File: src/rtl/sunl_pkg.sv
package sunl_pkg;

  typedef enum logic [1:0] {
    SQ_IDLE   = 2'd0,
    SQ_UNLOCK = 2'd1,
    SQ_CMD    = 2'd2
  } seq_state_t;

  localparam int FRAME_BITS = 12;

  // start bit in bit 0, then data LSB first, even parity, two stop bits
  function automatic logic [FRAME_BITS-1:0] make_frame(input logic [7:0] d);
    return {2'b11, ^d, d, 1'b0};
  endfunction

endpackage

File: src/rtl/baud_tick_gen.sv
module baud_tick_gen #(
  parameter int DIV = 434
) (
  input  logic clk,
  input  logic rst,
  input  logic clr,
  output logic tick
);
  localparam int CW = (DIV > 1) ? $clog2(DIV) : 1;
  localparam logic [CW-1:0] LAST = CW'(DIV - 1);

  logic [CW-1:0] cnt;

  always_ff @(posedge clk) begin
    if (rst || clr) begin
      cnt <= '0;
    end else if (cnt == LAST) begin
      cnt <= '0;
    end else begin
      cnt <= cnt + 1'b1;
    end
  end

  assign tick = (cnt == LAST);

endmodule

File: src/rtl/interval_timer.sv
module interval_timer #(
  parameter int W = 16
) (
  input  logic         clk,
  input  logic         rst,
  input  logic         load,
  input  logic [W-1:0] load_val,
  output logic         zero
);
  logic [W-1:0] cnt;

  always_ff @(posedge clk) begin
    if (rst) begin
      cnt <= '0;
    end else if (load) begin
      cnt <= load_val;
    end else if (cnt != '0) begin
      cnt <= cnt - 1'b1;
    end
  end

  assign zero = (cnt == '0);

endmodule

File: src/rtl/frame_serializer.sv
module frame_serializer
  import sunl_pkg::*;
#(
  parameter int DIV = 434
) (
  input  logic       clk,
  input  logic       rst,
  input  logic       load,
  input  logic [7:0] data,
  output logic       tx,
  output logic       busy,
  output logic       frame_end,
  output logic       ready
);
  localparam int LW = $clog2(FRAME_BITS);

  logic                  tick;
  logic [FRAME_BITS-1:0] frame;
  logic [FRAME_BITS-2:0] shreg;
  logic [LW-1:0]         left;

  baud_tick_gen #(.DIV(DIV)) u_baud (
    .clk (clk),
    .rst (rst),
    .clr (load),
    .tick(tick)
  );

  assign frame     = make_frame(data);
  assign frame_end = busy && tick && (left == '0);
  assign ready     = !busy || frame_end;

  always_ff @(posedge clk) begin
    if (rst) begin
      tx    <= 1'b1;
      busy  <= 1'b0;
      shreg <= '1;
      left  <= '0;
    end else if (load) begin
      tx    <= frame[0];
      shreg <= frame[FRAME_BITS-1:1];
      left  <= LW'(FRAME_BITS - 1);
      busy  <= 1'b1;
    end else if (busy && tick) begin
      if (left == '0) begin
        busy <= 1'b0;
        tx   <= 1'b1;
      end else begin
        tx    <= shreg[0];
        shreg <= {1'b1, shreg[FRAME_BITS-2:1]};
        left  <= left - 1'b1;
      end
    end
  end


  load_when_ready_chk: assert property (@(posedge clk) disable iff (rst)
    load |-> ready);


  start_bit_low_chk: assert property (@(posedge clk) disable iff (rst)
    load |=> !tx);

endmodule

File: src/rtl/sens_unlock_seq.sv
module sens_unlock_seq
  import sunl_pkg::*;
#(
  parameter int         CLK_HZ       = 50_000_000,
  parameter int         BAUD         = 115_200,
  parameter int         GAP_US       = 1000,
  parameter logic [7:0] UNLOCK_BYTE  = 8'hD4,
  parameter int         UNLOCK_COUNT = 10
) (
  input  logic        clk,
  input  logic        rst,
  input  logic        start_i,
  input  logic [31:0] cmd_lo_i,
  input  logic [31:0] cmd_hi_i,
  output logic        tx_o,
  output logic        busy_o,
  output logic        done_o
);
  localparam int     CMD_BYTES = 8;
  localparam int     BAUD_DIV  = (CLK_HZ + BAUD / 2) / BAUD;
  localparam longint GAP_L     = (64'(CLK_HZ) * 64'(GAP_US)) / 64'd1000000;
  localparam int     GAP_CYC   = int'(GAP_L);
  localparam int     TW        = $clog2(GAP_CYC + 1);
  localparam int     UCW       = $clog2(UNLOCK_COUNT + 1);
  localparam int     IW        = $clog2(CMD_BYTES) + 1;
  localparam logic [TW-1:0]  GAP_LOAD = TW'(GAP_CYC - 1);
  localparam logic [UCW-1:0] UC_LAST  = UCW'(UNLOCK_COUNT);
  localparam logic [IW-1:0]  IDX_END  = IW'(CMD_BYTES);

  seq_state_t     state;
  logic [UCW-1:0] ucnt;
  logic [IW-1:0]  idx;
  logic           load;
  logic [7:0]     load_data;
  logic           slot_zero;
  logic           ser_tx, ser_busy, ser_end, ser_ready;
  logic [7:0]     cmd_byte [CMD_BYTES];
  logic [63:0]    cmd_word;

  assign cmd_word = {cmd_hi_i, cmd_lo_i};

  for (genvar g = 0; g < CMD_BYTES; g++) begin : g_split
    assign cmd_byte[g] = cmd_word[8*g +: 8];
  end

  always_comb begin
    load      = 1'b0;
    load_data = UNLOCK_BYTE;
    case (state)
      SQ_IDLE: begin
        load = start_i;
      end
      SQ_UNLOCK: begin
        if (slot_zero) begin
          load = 1'b1;
          if (ucnt == UC_LAST) load_data = cmd_byte[0];
        end
      end
      SQ_CMD: begin
        if (ser_end && (idx != IDX_END)) begin
          load      = 1'b1;
          load_data = cmd_byte[idx[IW-2:0]];
        end
      end
      default: load = 1'b0;
    endcase
  end

  interval_timer #(.W(TW)) u_slot (
    .clk     (clk),
    .rst     (rst),
    .load    (load),
    .load_val(GAP_LOAD),
    .zero    (slot_zero)
  );

  frame_serializer #(.DIV(BAUD_DIV)) u_ser (
    .clk      (clk),
    .rst      (rst),
    .load     (load),
    .data     (load_data),
    .tx       (ser_tx),
    .busy     (ser_busy),
    .frame_end(ser_end),
    .ready    (ser_ready)
  );

  assign tx_o = ser_tx;

  always_ff @(posedge clk) begin
    if (rst) begin
      state  <= SQ_IDLE;
      ucnt   <= '0;
      idx    <= '0;
      busy_o <= 1'b0;
      done_o <= 1'b0;
    end else begin
      done_o <= 1'b0;
      case (state)
        SQ_IDLE: begin
          if (start_i) begin
            state  <= SQ_UNLOCK;
            ucnt   <= UCW'(1);
            busy_o <= 1'b1;
          end
        end
        SQ_UNLOCK: begin
          if (slot_zero) begin
            if (ucnt == UC_LAST) begin
              state <= SQ_CMD;
              idx   <= IW'(1);
            end else begin
              ucnt <= ucnt + 1'b1;
            end
          end
        end
        SQ_CMD: begin
          if (ser_end) begin
            if (idx == IDX_END) begin
              state  <= SQ_IDLE;
              busy_o <= 1'b0;
              done_o <= 1'b1;
            end else begin
              idx <= idx + 1'b1;
            end
          end
        end
        default: state <= SQ_IDLE;
      endcase
    end
  end


  done_single_chk: assert property (@(posedge clk) disable iff (rst)
    done_o |=> !done_o);


  done_not_busy_chk: assert property (@(posedge clk) disable iff (rst)
    done_o |-> !busy_o);


  idle_line_high_chk: assert property (@(posedge clk) disable iff (rst)
    !busy_o |-> (tx_o && !ser_busy));


  unlock_before_cmd_chk: assert property (@(posedge clk) disable iff (rst)
    (state == SQ_CMD) |-> (ucnt == UC_LAST));


  start_ignored_chk: assert property (@(posedge clk) disable iff (rst)
    (busy_o && start_i && state == SQ_UNLOCK && !slot_zero) |=> $stable(ucnt));


  slot_covers_frame_chk: assert property (@(posedge clk) disable iff (rst)
    (state == SQ_UNLOCK && slot_zero) |-> ser_ready);

endmodule

File: config.mk
export PLATFORM = sky130hd
export DESIGN_NAME = sens_unlock_seq
export DESIGN_NICKNAME = d
export VERILOG_FILES = /design/src/rtl/sunl_pkg.sv /design/src/rtl/baud_tick_gen.sv /design/src/rtl/interval_timer.sv /design/src/rtl/frame_serializer.sv /design/src/rtl/sens_unlock_seq.sv
export SDC_FILE = /design/constraint.sdc
export NUM_CORES = 1
export LEC_CHECK = 0
export ABC_AREA = 1
export CAP_MARGIN = 20
export CORE_MARGIN = 3
export CORE_UTILIZATION = 40
export CTS_BUF_LIST = sky130_fd_sc_hd__clkbuf_16
export CTS_CLUSTER_DIAMETER = 50
export CTS_CLUSTER_SIZE = 30
export DETAILED_ROUTE_END_ITERATION = 16
export DONT_BUFFER_PORTS = 1
export PLACE_DENSITY_LB_ADDON = 0.1
export SETUP_SLACK_MARGIN = 0.15
export SLEW_MARGIN = 25
export SYNTH_ARGS = -nofsm -noshare
export SYNTH_HDL_FRONTEND = slang
export SYNTH_SLANG_ARGS = --single-unit
File: constraint.sdc
create_clock -name clk -period 2.81 [get_ports clk]
set_input_delay 0.1405 -clock clk [delete_from_list [all_inputs] [get_ports clk]]
set_output_delay 0.1405 -clock clk [all_outputs]
set_load 0.1 [all_outputs]
==> results by group, run 1 <==
Timing
  – Final slew viol count: 0
  – Unrepaired setup endpoints after global routing: false
  – Fmax: 0.453 GHz
  – TNS Setup: 0 ns
  – Skew final: about 0.0055 ns
  – Hold Fails Final Rpt: 0
  – Slew of the pin with the lowest slew margin: slightly above 0.9 ns
  – Slew margin rel.: 0.380
  – Crit path time final: roughly 2.2 ns
  – Setup Viol. Count Final: 0
  – Final period util: 0.786

Synth
  – Prevailing post-synth register cell: dfxtp_1
  – Adder-Cell Fraction of Synth Area: 0.0434
  – FFs w/ async S/R, synth: 0
  – Count leader, synth: nand2_1
  – Cell taking the most area after synthesis: dfxtp_1
  – Compound-Gate Fraction of Synth Area: 0.114
  – Number of flops mapped to enable cells by yosys: 0
  – Mapped Cells: roughly 600
  – Syn_area_per_cell: between 6 and 7 sq um
  – Seq/Total Area, Yosys: 0.278
  – Synth Cell Area: approximately 3700 sq um
  – Mux share of post-synthesis cell area: 0
  – Netlist cell types: 46
  – Most frequent cells after synthesis: 174 x nand2_1, 77 x nor2_1, 68 x nand3_1
  – Synth Warn #: 0
  – Post-synthesis simple-gate area fraction: 0.433
  – Seq cells post-synth: between 50 and 60
  – Synth area leaders: dfxtp_1 28%, nand2_1 17%, nand3_1 9.1%
  – Largest family of logic cells by synthesized area: simple AND/OR/NAND/NOR gates
  – Syn_nets: 683
  – XOR/XNOR Fraction of Synth Area: 0.0210
  – Synth top area share: 0.278

Placed design
  – Final RePlAce weighted congestion: slightly above 0.9
  – Dpl hpwl: 7110 microns
  – DP Area: 3820 sq um
  – IO buf count: 0
  – Placed cell count: ~700

Finish
  – Multi-input logic area: ~2300 sq um
  – Filler Cell Count: just under 1000
  – ANT cells: 0
  – Fin cells: roughly 710
  – Register area: about 1000 sq um
  – Area Growth Syn to Fin: 6.01%
  – Fin nets: ~680
  – Share of layout cells above drive strength 1: 0.100
  – Post-route cell area: 3980 sq um

GRT
  – Initial antenna violation count: 0
  – Gr ovfl total: 0
  – Pin count of the biggest net entering global routing: 36
  – Aggregate global-route resource usage: 0.178
  – Vias in the first global route: 3356
  – First-pass GRT wire length: about 15000 microns

Hold path
  – Worst Hold Class: input port to register

CTS
  – Root Buffer: clkbuf_16
  – CTS Buf Count: 5
  – CTS tree: built
  – CTS Sinks: 52
  – Worst-path clk slew: approximately 0.070 ns
  – Post CTS Setup Buffer Count: 0
  – Clock Path Buffers: 2
  – H-tree levels: 2
  – Worst-Skew Late Latency: 0.29 ns

Setup path
  – Critical Path Source: state[0]$_SDFFE_PP0P_
  – Critical R2R Launch: state[0]$_SDFFE_PP0P_
  – Worst Setup EP: u_ser.shreg[8]$_SDFFE_PP1P_
  – Reg2Reg Capture Point: u_ser.shreg[8]$_SDFFE_PP1P_
  – R2R cell count: 18
  – Reg2Reg Setup Slack: approximately 0.60 ns
  – WP data arrival: around 2.5 ns
  – Worst Setup End Kind: register
  – Crit Path Max Fanout: 9
  – Critical path data required time: 3.05 ns
  – Startpoint types: register
  – Crit path kind: register to register

Detailed routing
  – Pre-antenna DRT Iters: 5
  – Via count: 3620
  – DRT Wirelength: between 9000 and 10000 microns
  – WL/cell: about 13 microns
  – Remaining antenna violation count: 0
  – Initial DRC count: between 100 and 150
  – Vias per cell: 5.11
  – DRC viols: 0

Pwr
  – VDD IR max: between 0.5 and 0.6 mV
  – PD cells: between 900 and 1000 nW/um^2
  – Leak: 1.86 nW

Die
  – Chip Width: 103 microns
  – Die H: just over 100 microns
  – Die ar.: approximately 11000 sq um
  – Initial core utilization: 0.420
  – Core box area: ~8900 sq um
  – IO Count: 70
  – Row Count: 34

Status
  – Status: complete, no violations

Job
  – Max-Cap Viols: 0
==> metal layers <==
layer / wire length [microns] / up-vias / global-route usage
li1: - / 1921 / -
met1: 4140 / 1614 / 0.221
met2: 4290 / 75 / 0.320
met3: 578 / 10 / 0.0311
met4: 119 / 0 / 0.0448
met5: 0 / - / 0
==> repair_timing <==
action,in CTS,in global routing
hold endpoints to repair,20,0
resized for setup,0,1
hold buffers,1,0
endpoints found under the setup margin,0,1
==> worst min path at each step <==
stage / startpoint / to / slack, ns / cells after the start
finish: rst / u_slot.cnt[12]$_SDFFE_PP0N_ / 0.09 / 3
detailed placement: rst / u_slot.cnt[6]$_SDFFE_PP0P_ / 0.22 / 1
CTS: rst / u_slot.cnt[4]$_SDFFE_PP0N_ / 0.09 / 3
global placement: rst / u_slot.cnt[8]$_SDFFE_PP0P_ / 0.21 / 1
global route: rst / u_slot.cnt[12]$_SDFFE_PP0N_ / 0.10 / 3
floorplan: rst / u_slot.cnt[7]$_SDFFE_PP0N_ / 0.34 / 3
==> sequential cells by signal, summed over array words and instances, names as in the netlist <==
name,flops
idx,4
u_ser.shreg,9
u_ser.tx,1
u_ser.busy,1
u_ser.left,4
u_ser.u_baud.cnt,9
done_o,1
busy_o,1
state,2
ucnt,4
u_slot.cnt,16
==> area by class of cell <==
class	instances	area share
flip-flops and latches	52	0.262
clock buffers	5	0.0315
inverters	78	0.0749
multi-input cells	454	0.578
repair buffers	8	0.0157
clock inverters	3	0.00409
well taps	108	0.0340
==> layout by cell type (no fill, tap or decap), types with 2 or more instances in the layout <==
| cell type | Yosys | layout |
|---|---|---|
| a21oi_1 | 19 | 19 |
| nor3_1 | 4 | 4 |
| nor3_2 | 2 | 2 |
| a211oi_1 | 4 | 4 |
| nand4_1 | 3 | 3 |
| clkbuf_16 | 0 | 5 |
| nand4_4 | 2 | 2 |
| xnor2_1 | 2 | 2 |
| a31oi_1 | 9 | 9 |
| inv_1 | 62 | 64 |
| nor2_4 | 2 | 2 |
| o21ai_0 | 25 | 25 |
| o221ai_1 | 3 | 3 |
| or2_2 | 2 | 2 |
| nor3b_1 | 2 | 2 |
| ha_1 | 13 | 12 |
| o21ai_1 | 5 | 5 |
| dfxtp_1 | 52 | 52 |
| nand3_1 | 68 | 68 |
| nand2_2 | 6 | 6 |
| nand2_1 | 174 | 174 |
| inv_4 | 2 | 2 |
| xor2_1 | 7 | 7 |
| nor2_2 | 9 | 9 |
| buf_4 | 5 | 7 |
| nand3b_1 | 4 | 4 |
| inv_2 | 13 | 13 |
| nor2_1 | 77 | 77 |
==> kinds of logic after synthesis <==
kind of cell / after synthesis
and+or+nand+nor: 360
AOI/OAI and AO/OA: 72
buffers and inverters: 97
xor gates and xnor gates: 9
adders and majority gates: 13
DFF: 52
==> report_power, final <==
part	leakage, nW	total [W]	internal, W	switching (W)
registers	0.427	0.00110	0.000941	0.000155
clock network	0.0764	0.000593	0.000326	0.000267
logic	1.36	0.00209	0.000686	0.00140
==> worst max-delay path: stages (launching register included) <==
cell and delay (ns):
dfxtp_1 0.33, inv_1 0.11, ha_2 0.30, inv_2 0.13, nor2_1 0.20, nand4_4 0.15
inv_2 0.13, nand2_1 0.06, nand2_1 0.08, nand2_2 0.07, clkinv_1 0.09, nand2_1 0.06
nand2_2 0.07, nand2_1 0.05, nand2_1 0.08, nand2_1 0.05, nand3_1 0.09, nand2_1 0.05
nand2_1 0.05
==> per-stage QoR <==
stage | utilization | power, W | hold WS, ns | setup slack (ns)
floorplan | - | 0.00281 | 0.343 | 0.699
global route | 0.445 | 0.00418 | 0.100 | 0.282
CTS | 0.445 | 0.00380 | 0.0888 | 0.471
detailed placement | 0.428 | 0.00319 | 0.215 | 0.494
global placement | 0.428 | 0.00318 | 0.213 | 0.483
finish | 0.445 | 0.00377 | 0.0870 | 0.601
(Power assumes the default switching activity.)
==> inputs of run 2 (changes only) <==
ABC_AREA = 0   (was 1)
clock period = 2.2 ns   (was 2.81 ns; I/O delays follow)
==> results by group, run 2 <==
Status
  – Status: complete, but fails checks
  – Failing checks: hold timing, setup timing

Detailed routing
  – WL/cell: 15.8 microns (+22%)
  – Remaining antenna violation count: 0 (unchanged)
  – DRC viols: 0 (unchanged)
  – Pre-antenna DRT Iters: 4 (-1)
  – Initial DRC count: 95 (-32%)
  – DRT Wirelength: 8760 microns (-4.0%)
  – Via count: 2989 (-17%)
  – Vias per cell: 5.39 (+5.3%)

Synth
  – Syn_nets: 458 (-33%)
  – Seq cells post-synth: 52 (unchanged)
  – Synth area leaders: dfxtp_1 32%, mux4_2 11%, nand2_1 6.3%
  – Cell taking the most area after synthesis: dfxtp_1
  – FFs w/ async S/R, synth: 0 (unchanged)
  – Synth Warn #: 0 (unchanged)
  – Syn_area_per_cell: 8.61 sq um (+38%)
  – Number of flops mapped to enable cells by yosys: 0 (unchanged)
  – Prevailing post-synth register cell: dfxtp_1
  – Seq/Total Area, Yosys: 0.320 (+0.0424)
  – Count leader, synth: nand2_1
  – Netlist cell types: 52 (+13%)
  – Mapped Cells: 378 (-37%)
  – Synth top area share: 0.320 (+0.0424)
  – Synth Cell Area: 3250 sq um (-13%)
  – Most frequent cells after synthesis: 55 x nand2_1, 54 x nor2_1, 52 x dfxtp_1

Timing
  – Crit path time final: 2.32 ns (+0.113 ns)
  – Worst hold margin: -0.00257 ns (-0.0895 ns)
  – Setup WS post-layout: -0.122 ns (-0.723 ns)
  – Slew margin rel.: 0.702 (+0.322)
  – Skew final: 0.00618 ns (+0.000651 ns)
  – Unrepaired setup endpoints after global routing: true
  – Final period util: 1.06 (+0.269)
  – Hold Fails Final Rpt: 1 (+1)
  – TNS Setup: -0.577 ns (-0.577 ns)
  – Setup Viol. Count Final: 18 (+18)
  – Slew of the pin with the lowest slew margin: 0.444 ns (-0.484 ns)
  – Final slew viol count: 0 (unchanged)
  – Fmax: 0.431 GHz (-4.9%)

GRT
  – Vias in the first global route: 3004 (-10%)
  – Aggregate global-route resource usage: 0.190 (+0.0114)
  – Pin count of the biggest net entering global routing: 33 (-8.3%)
  – Initial antenna violation count: 0 (unchanged)
  – First-pass GRT wire length: 13800 microns (-9.3%)
  – Gr ovfl total: 0 (unchanged)

Finish
  – Fin cells: 555 (-22%)
  – Most frequent cells in the layout: 66 x buf_4, 50 x nand2_1, 50 x nor2_1, 45 x dfxtp_1, 18 x xnor2_1
  – Area Growth Syn to Fin: 38.0%
  – Filler Cell Count: 695 (-29%)
  – Register area: 1050 sq um (+1.1%)
  – Max FFs per register: 16 (unchanged)
  – Most common cell after layout, fill and taps aside: buf_4
  – ANT cells: 0 (unchanged)
  – Largest Register: u_slot.cnt
  – Multi-input logic area: 2390 sq um (+4.2%)
  – Fin nets: 532 (-22%)
  – Layout Utilization: 0.575 (+0.130)
  – Share of layout cells above drive strength 1: 0.384 (+0.284)
  – Biggest regs: u_slot.cnt: 16 flops, u_ser.shreg: 9 flops, u_ser.u_baud.cnt: 9 flops

Setup path
  – Startpoint types: register
  – Worst Setup End Kind: register
  – Reg2Reg Capture Point: u_ser.shreg[8]$_SDFFE_PP1P_
  – Max incr delay on CP: 0.35 ns (+0.02 ns)
  – Crit-path cells: inv_2, ha_4, and3b_2, nor4_4, buf_6, nand2_2, o2bb2a_4, xor2_1, nand2_1, xnor3_1, a21oi_1
  – Crit path kind: register to register
  – Worst path bufs/invs: 2 (-2)
  – Critical R2R Launch: idx[0]$_SDFFE_PP0P_
  – R2R cell count: 11 (-7)
  – Critical path data required time: 2.43 ns (-0.62 ns)
  – CP max stage cell: dfxtp_2
  – WP data arrival: 2.55 ns (+0.10 ns)
  – Crit path max-delay family: simple AND/OR/NAND/NOR gates
  – Critical Path Source: idx[0]$_SDFFE_PP0P_
  – Reg2Reg Setup Slack: -0.12 ns (-0.72 ns)
  – Crit Path Max Fanout: 6 (-3)

Pwr
  – VDD IR max: 0.373 mV (-34%)
  – Leak: 1.73 nW (-6.9%)
  – Post-layout power: 0.00274 W (-27%)
  – Switching power total: 0.000787 W (-57%)
  – Comb pwr share: 0.284 (-0.269)
  – PD cells: 610 nW/um^2 (-36%)
  – Sw frac: 0.287 (-0.195)
  – Sequential share of power: 0.394 (+0.104)
  – Pint: 0.00195 W (about the same)
  – Power share of the clock group: 0.322 (+0.165)

CTS
  – Worst-Skew Late Latency: 0.29 ns (about the same)
  – H-tree levels: 2 (unchanged)
  – CTS Sinks: 52 (unchanged)
  – Worst-path clk slew: 0.07 ns (about the same)
  – CTS Buf Count: 5 (unchanged)
  – CTS tree: built
  – Clock Path Buffers: 2 (unchanged)
  – Root Buffer: clkbuf_16

Die
  – Chip Width: 96.2 microns (-6.5%)
  – Die ar.: 9250 sq um (-12%)
  – Row Count: 32 (-5.9%)
  – IO Count: 70 (unchanged)
  – Core box area: 7810 sq um (-13%)
  – Initial core utilization: 0.417 (-0.00308)
  – Die H: 96.2 microns (-6.5%)

Job
  – Max-Cap Viols: 0 (unchanged)

Hold path
  – Hold worst-path end: u_ser.shreg[8]$_SDFFE_PP1P_
  – Worst Hold Class: input port to register
  – HP Start: rst
  – Hold path depth: 2 (-1)

Placed design
  – Final RePlAce weighted congestion: 0.857 (-7.2%)
  – IO buf count: 0 (unchanged)
  – Dpl hpwl: 6220 microns (-13%)
  – Placed cell count: 526 (-25%)
-- run 2: area by class of cell --
class / count / share of cell area
clock buffer: 5 / 0.0279
clock inverter: 3 / 0.00864
inverter: 13 / 0.0109
multi-input combinational: 297 / 0.533
sequential: 52 / 0.234
tap: 102 / 0.0284
timing repair buffer: 83 / 0.157
-- run 2: what timing repair did --
action	CTS	global route
endpoints found under the setup margin	47	50
gates cloned	2	0
gates resized for setup	36	33
buffers inserted	11	7
pin swaps	18	17
hold endpoints to repair	32	0
hold buffers	1	0
-- run 2: power by group through the flow --
| stage | clock network [W] | registers [W] | logic [W] |
|---|---|---|---|
| 4_1_cts | 0.000907 | 0.00108 | 0.000737 |
| 5_1_grt | 0.000945 | 0.00109 | 0.000850 |
| 3_5_place_dp | 0 | 0.00109 | 0.000644 |
| 6_report | 0.000883 | 0.00108 | 0.000776 |
| 3_3_place_gp | 0 | 0.00109 | 0.000638 |
| 2_1_floorplan | 0 | 0.00111 | 0.000427 |
-- run 2: cells by family (layout without fill, tap and decap cells) --
kind of cell / count (synthesis) / in the layout / synth area share
AOI/OAI and AO/OA: 55 / 55 / 0.113
xor gates and xnor gates: 33 / 33 / 0.0931
DFF: 52 / 52 / 0.320
muxes: 20 / 20 / 0.123
and+or+nand+nor: 175 / 176 / 0.263
adders and majority gates: 13 / 13 / 0.0500
buffers and inverters: 30 / 104 / 0.0381
-- run 2: how the worst max path moves through the flow --
stage	to	slack, ns	depth (start not counted)
after floorplan	u_ser.shreg[8]$_SDFFE_PP1P_	-0.13	12
after global placement	u_ser.shreg[8]$_SDFFE_PP1P_	-0.10	11
after detailed placement	u_ser.shreg[8]$_SDFFE_PP1P_	-0.12	11
after CTS	u_ser.shreg[8]$_SDFFE_PP1P_	-0.14	11
after global routing	u_ser.shreg[8]$_SDFFE_PP1P_	-0.26	11
final	u_ser.shreg[8]$_SDFFE_PP1P_	-0.12	11
-- run 2: routing by layer --
layer  vias to the layer above  share of wire  GRT usage
met1                      1429           0.41      0.223
met5                         -              0          0
met4                         0          0.012     0.0474
met3                        14          0.050     0.0360
met2                        78           0.53      0.350
li1                       1468              -          -
-- run 2: through the flow --
| stage | instance area [sq um] | setup WS (ns) |
|---|---|---|
| final | 4490 | -0.122 |
| after global placement | 3870 | -0.102 |
| after floorplan | 3390 | -0.132 |
| after global routing | 4490 | -0.261 |
| after detailed placement | 3870 | -0.124 |
| after CTS | 4310 | -0.138 |
==> inputs of run 3 (changes only) <==
RECOVER_POWER = 100   (was default)
==> results by group, run 3 (synthesis results as in run 2) <==
Setup path
  – Crit-path cells: inv_2, ha_4, and3b_2, nor4_4, buf_6, nand2_2, o2bb2a_4, xor2_1, nand2_1, xnor3_1, a21oi_1
  – Worst path bufs/invs: 2 (unchanged)
  – Critical path data required time: 2.43 ns (about the same)
  – Reg2Reg Capture Point: u_ser.shreg[8]$_SDFFE_PP1P_
  – Reg2Reg Setup Slack: -0.12 ns (about the same)
  – Crit Path Max Fanout: 6 (unchanged)
  – Critical R2R Launch: idx[0]$_SDFFE_PP0P_
  – CP max stage cell: dfxtp_2
  – WP data arrival: 2.55 ns (about the same)
  – Startpoint types: register
  – Crit path depth: 11 (unchanged)
  – Max incr delay on CP: 0.35 ns (about the same)
  – Worst Setup EP: u_ser.shreg[8]$_SDFFE_PP1P_
  – Crit path max-delay family: simple AND/OR/NAND/NOR gates
  – Worst Setup End Kind: register
  – Critical Path Source: idx[0]$_SDFFE_PP0P_
  – Crit path kind: register to register
  – R2R cell count: 11 (unchanged)

Timing
  – Final slew viol count: 0 (unchanged)
  – Setup Viol. Count Final: 18 (unchanged)
  – Final period util: 1.05 (about the same)
  – Skew final: 0.00626 ns (+0.0000827 ns)
  – Unrepaired setup endpoints after global routing: true
  – Slew of the pin with the lowest slew margin: 1.19 ns (+0.743 ns)
  – Worst hold margin: -0.00185 ns (+0.000713 ns)
  – Slew margin rel.: 0.212 (-0.490)
  – Setup WS post-layout: -0.121 ns (+0.00158 ns)
  – Crit path time final: 2.32 ns (-0.00158 ns)
  – Fmax: 0.431 GHz (about the same)
  – Hold Fails Final Rpt: 1 (unchanged)

CTS
  – CTS Buf Count: 5 (unchanged)
  – Clock Path Buffers: 2 (unchanged)
  – CTS tree: built
  – Worst-Skew Late Latency: 0.29 ns (about the same)
  – H-tree levels: 2 (unchanged)
  – Root Buffer: clkbuf_16
  – Worst-path clk slew: 0.07 ns (about the same)
  – CTS Sinks: 52 (unchanged)

Detailed routing
  – Initial DRC count: 95 (unchanged)
  – Remaining antenna violation count: 0 (unchanged)
  – Pre-antenna DRT Iters: 4 (unchanged)
  – Via count: 2983 (-0.20%)
  – WL/cell: 15.8 microns (about the same)
  – DRT Wirelength: 8760 microns (about the same)
  – Vias per cell: 5.37 (-0.20%)
  – DRC viols: 0 (unchanged)

Finish
  – Layout Utilization: 0.574 (-0.00144)
  – Most common cell after layout, fill and taps aside: buf_4
  – Most frequent cells in the layout: 63 x buf_4, 50 x nand2_1, 50 x nor2_1, 45 x dfxtp_1, 18 x xnor2_1
  – Largest Register: u_slot.cnt
  – Share of layout cells above drive strength 1: 0.377 (-0.00662)
  – ANT cells: 0 (unchanged)
  – Max FFs per register: 16 (unchanged)
  – Fin nets: 532 (unchanged)
  – Biggest regs: u_slot.cnt: 16 flops, u_ser.shreg: 9 flops, u_ser.u_baud.cnt: 9 flops
  – Area Growth Syn to Fin: 37.7%

Die
  – Die H: 96.2 microns (unchanged)
  – IO Count: 70 (unchanged)
  – Die ar.: 9250 sq um (unchanged)
  – Chip Width: 96.2 microns (unchanged)
  – Row Count: 32 (unchanged)
  – Initial core utilization: 0.417 (unchanged)
  – Core box area: 7810 sq um (unchanged)

Pwr
  – Leak: 1.72 nW (-0.66%)
  – Post-layout power: 0.00273 W (-0.17%)
  – PD cells: 610 nW/um^2 (about the same)
  – VDD IR max: 0.372 mV (about the same)

Status
  – Status: complete, but fails checks
  – Failing checks: hold timing, setup timing

Hold path
  – Worst Hold Class: input port to register

GRT
  – Gr ovfl total: 0 (unchanged)
  – First-pass GRT wire length: 13800 microns (unchanged)
  – Initial antenna violation count: 0 (unchanged)
  – Aggregate global-route resource usage: 0.190 (unchanged)
  – Pin count of the biggest net entering global routing: 33 (unchanged)
  – Vias in the first global route: 3004 (unchanged)

Placed design
  – IO buf count: 0 (unchanged)
  – Final RePlAce weighted congestion: 0.857 (unchanged)
  – Dpl hpwl: 6220 microns (unchanged)

Job
  – Max-Cap Viols: 0 (unchanged)
==> run 3: cell count changes in the layout (fill, tap and decap cells not counted), sizes merged <==
cell    delta
buf        -3
clkbuf     +3
==> run 3: per-layer routing <==
metal	routed length, microns	vias to the layer above	global-route usage	share of wire
met3	450	14	0.0360	0.051
met2	4590	74	0.350	0.52
met4	106	0	0.0474	0.012
met5	0	-	0	0
li1	-	1467	-	-
met1	3600	1428	0.223	0.41
==> run 3: area by class of cell <==
class                      instances  area, sq um
inverter                          13         48.8
multi-input combinational        297         2390
clock buffer                       5          125
timing repair buffer              83          693
tap                              102          128
clock inverter                     3         38.8
sequential                        52         1050
fill                             700         3330
==> run 3: worst min-delay path by stage <==
stage,to,from,slack (ns),depth (start not counted)
floorplan,state[0]$_SDFFE_PP0P_,start_i,0.31,2
global placement,u_slot.cnt[6]$_SDFFE_PP0P_,rst,0.18,1
detailed placement,u_slot.cnt[6]$_SDFFE_PP0P_,rst,0.18,1
CTS,u_ser.shreg[8]$_SDFFE_PP1P_,rst,-0.005,2
global route,u_ser.u_baud.cnt[1]$_SDFF_PP0_,rst,0.02,2
finish,u_ser.shreg[8]$_SDFFE_PP1P_,rst,-0.002,2
==> run 3: per-stage QoR <==
| step | hold WS (ns) | worst slack [ns] | instances | TNS (ns) | cell area, sq um |
|---|---|---|---|---|---|
| floorplan | 0.312 | -0.132 | 378 | -0.187 | 3390 |
| global placement | 0.178 | -0.102 | 526 | -0.250 | 3870 |
| detailed placement | 0.179 | -0.124 | 526 | -0.602 | 3870 |
| CTS | -0.00462 | -0.138 | 548 | -0.267 | 4310 |
| global route | 0.0159 | -0.261 | 555 | -3.07 | 4480 |
| finish | -0.00185 | -0.121 | 555 | -0.546 | 4480 |
==> run 3: where the power goes <==
| group | total, W | switching [W] | internal (W) |
|---|---|---|---|
| Combinational | 0.000773 | 0.000371 | 0.000402 |
| Clock | 0.000882 | 0.000350 | 0.000531 |
| Sequential | 0.00108 | 0.0000639 | 0.00102 |
==> run 3: repair_timing <==
action,4_1_cts,5_1_grt
setup buffers,11,7
gates resized for setup,36,33
hold buffers,1,0
pin swaps,18,17
endpoints found under the hold margin,32,0
setup endpoints to repair,47,50
gates cloned,2,0
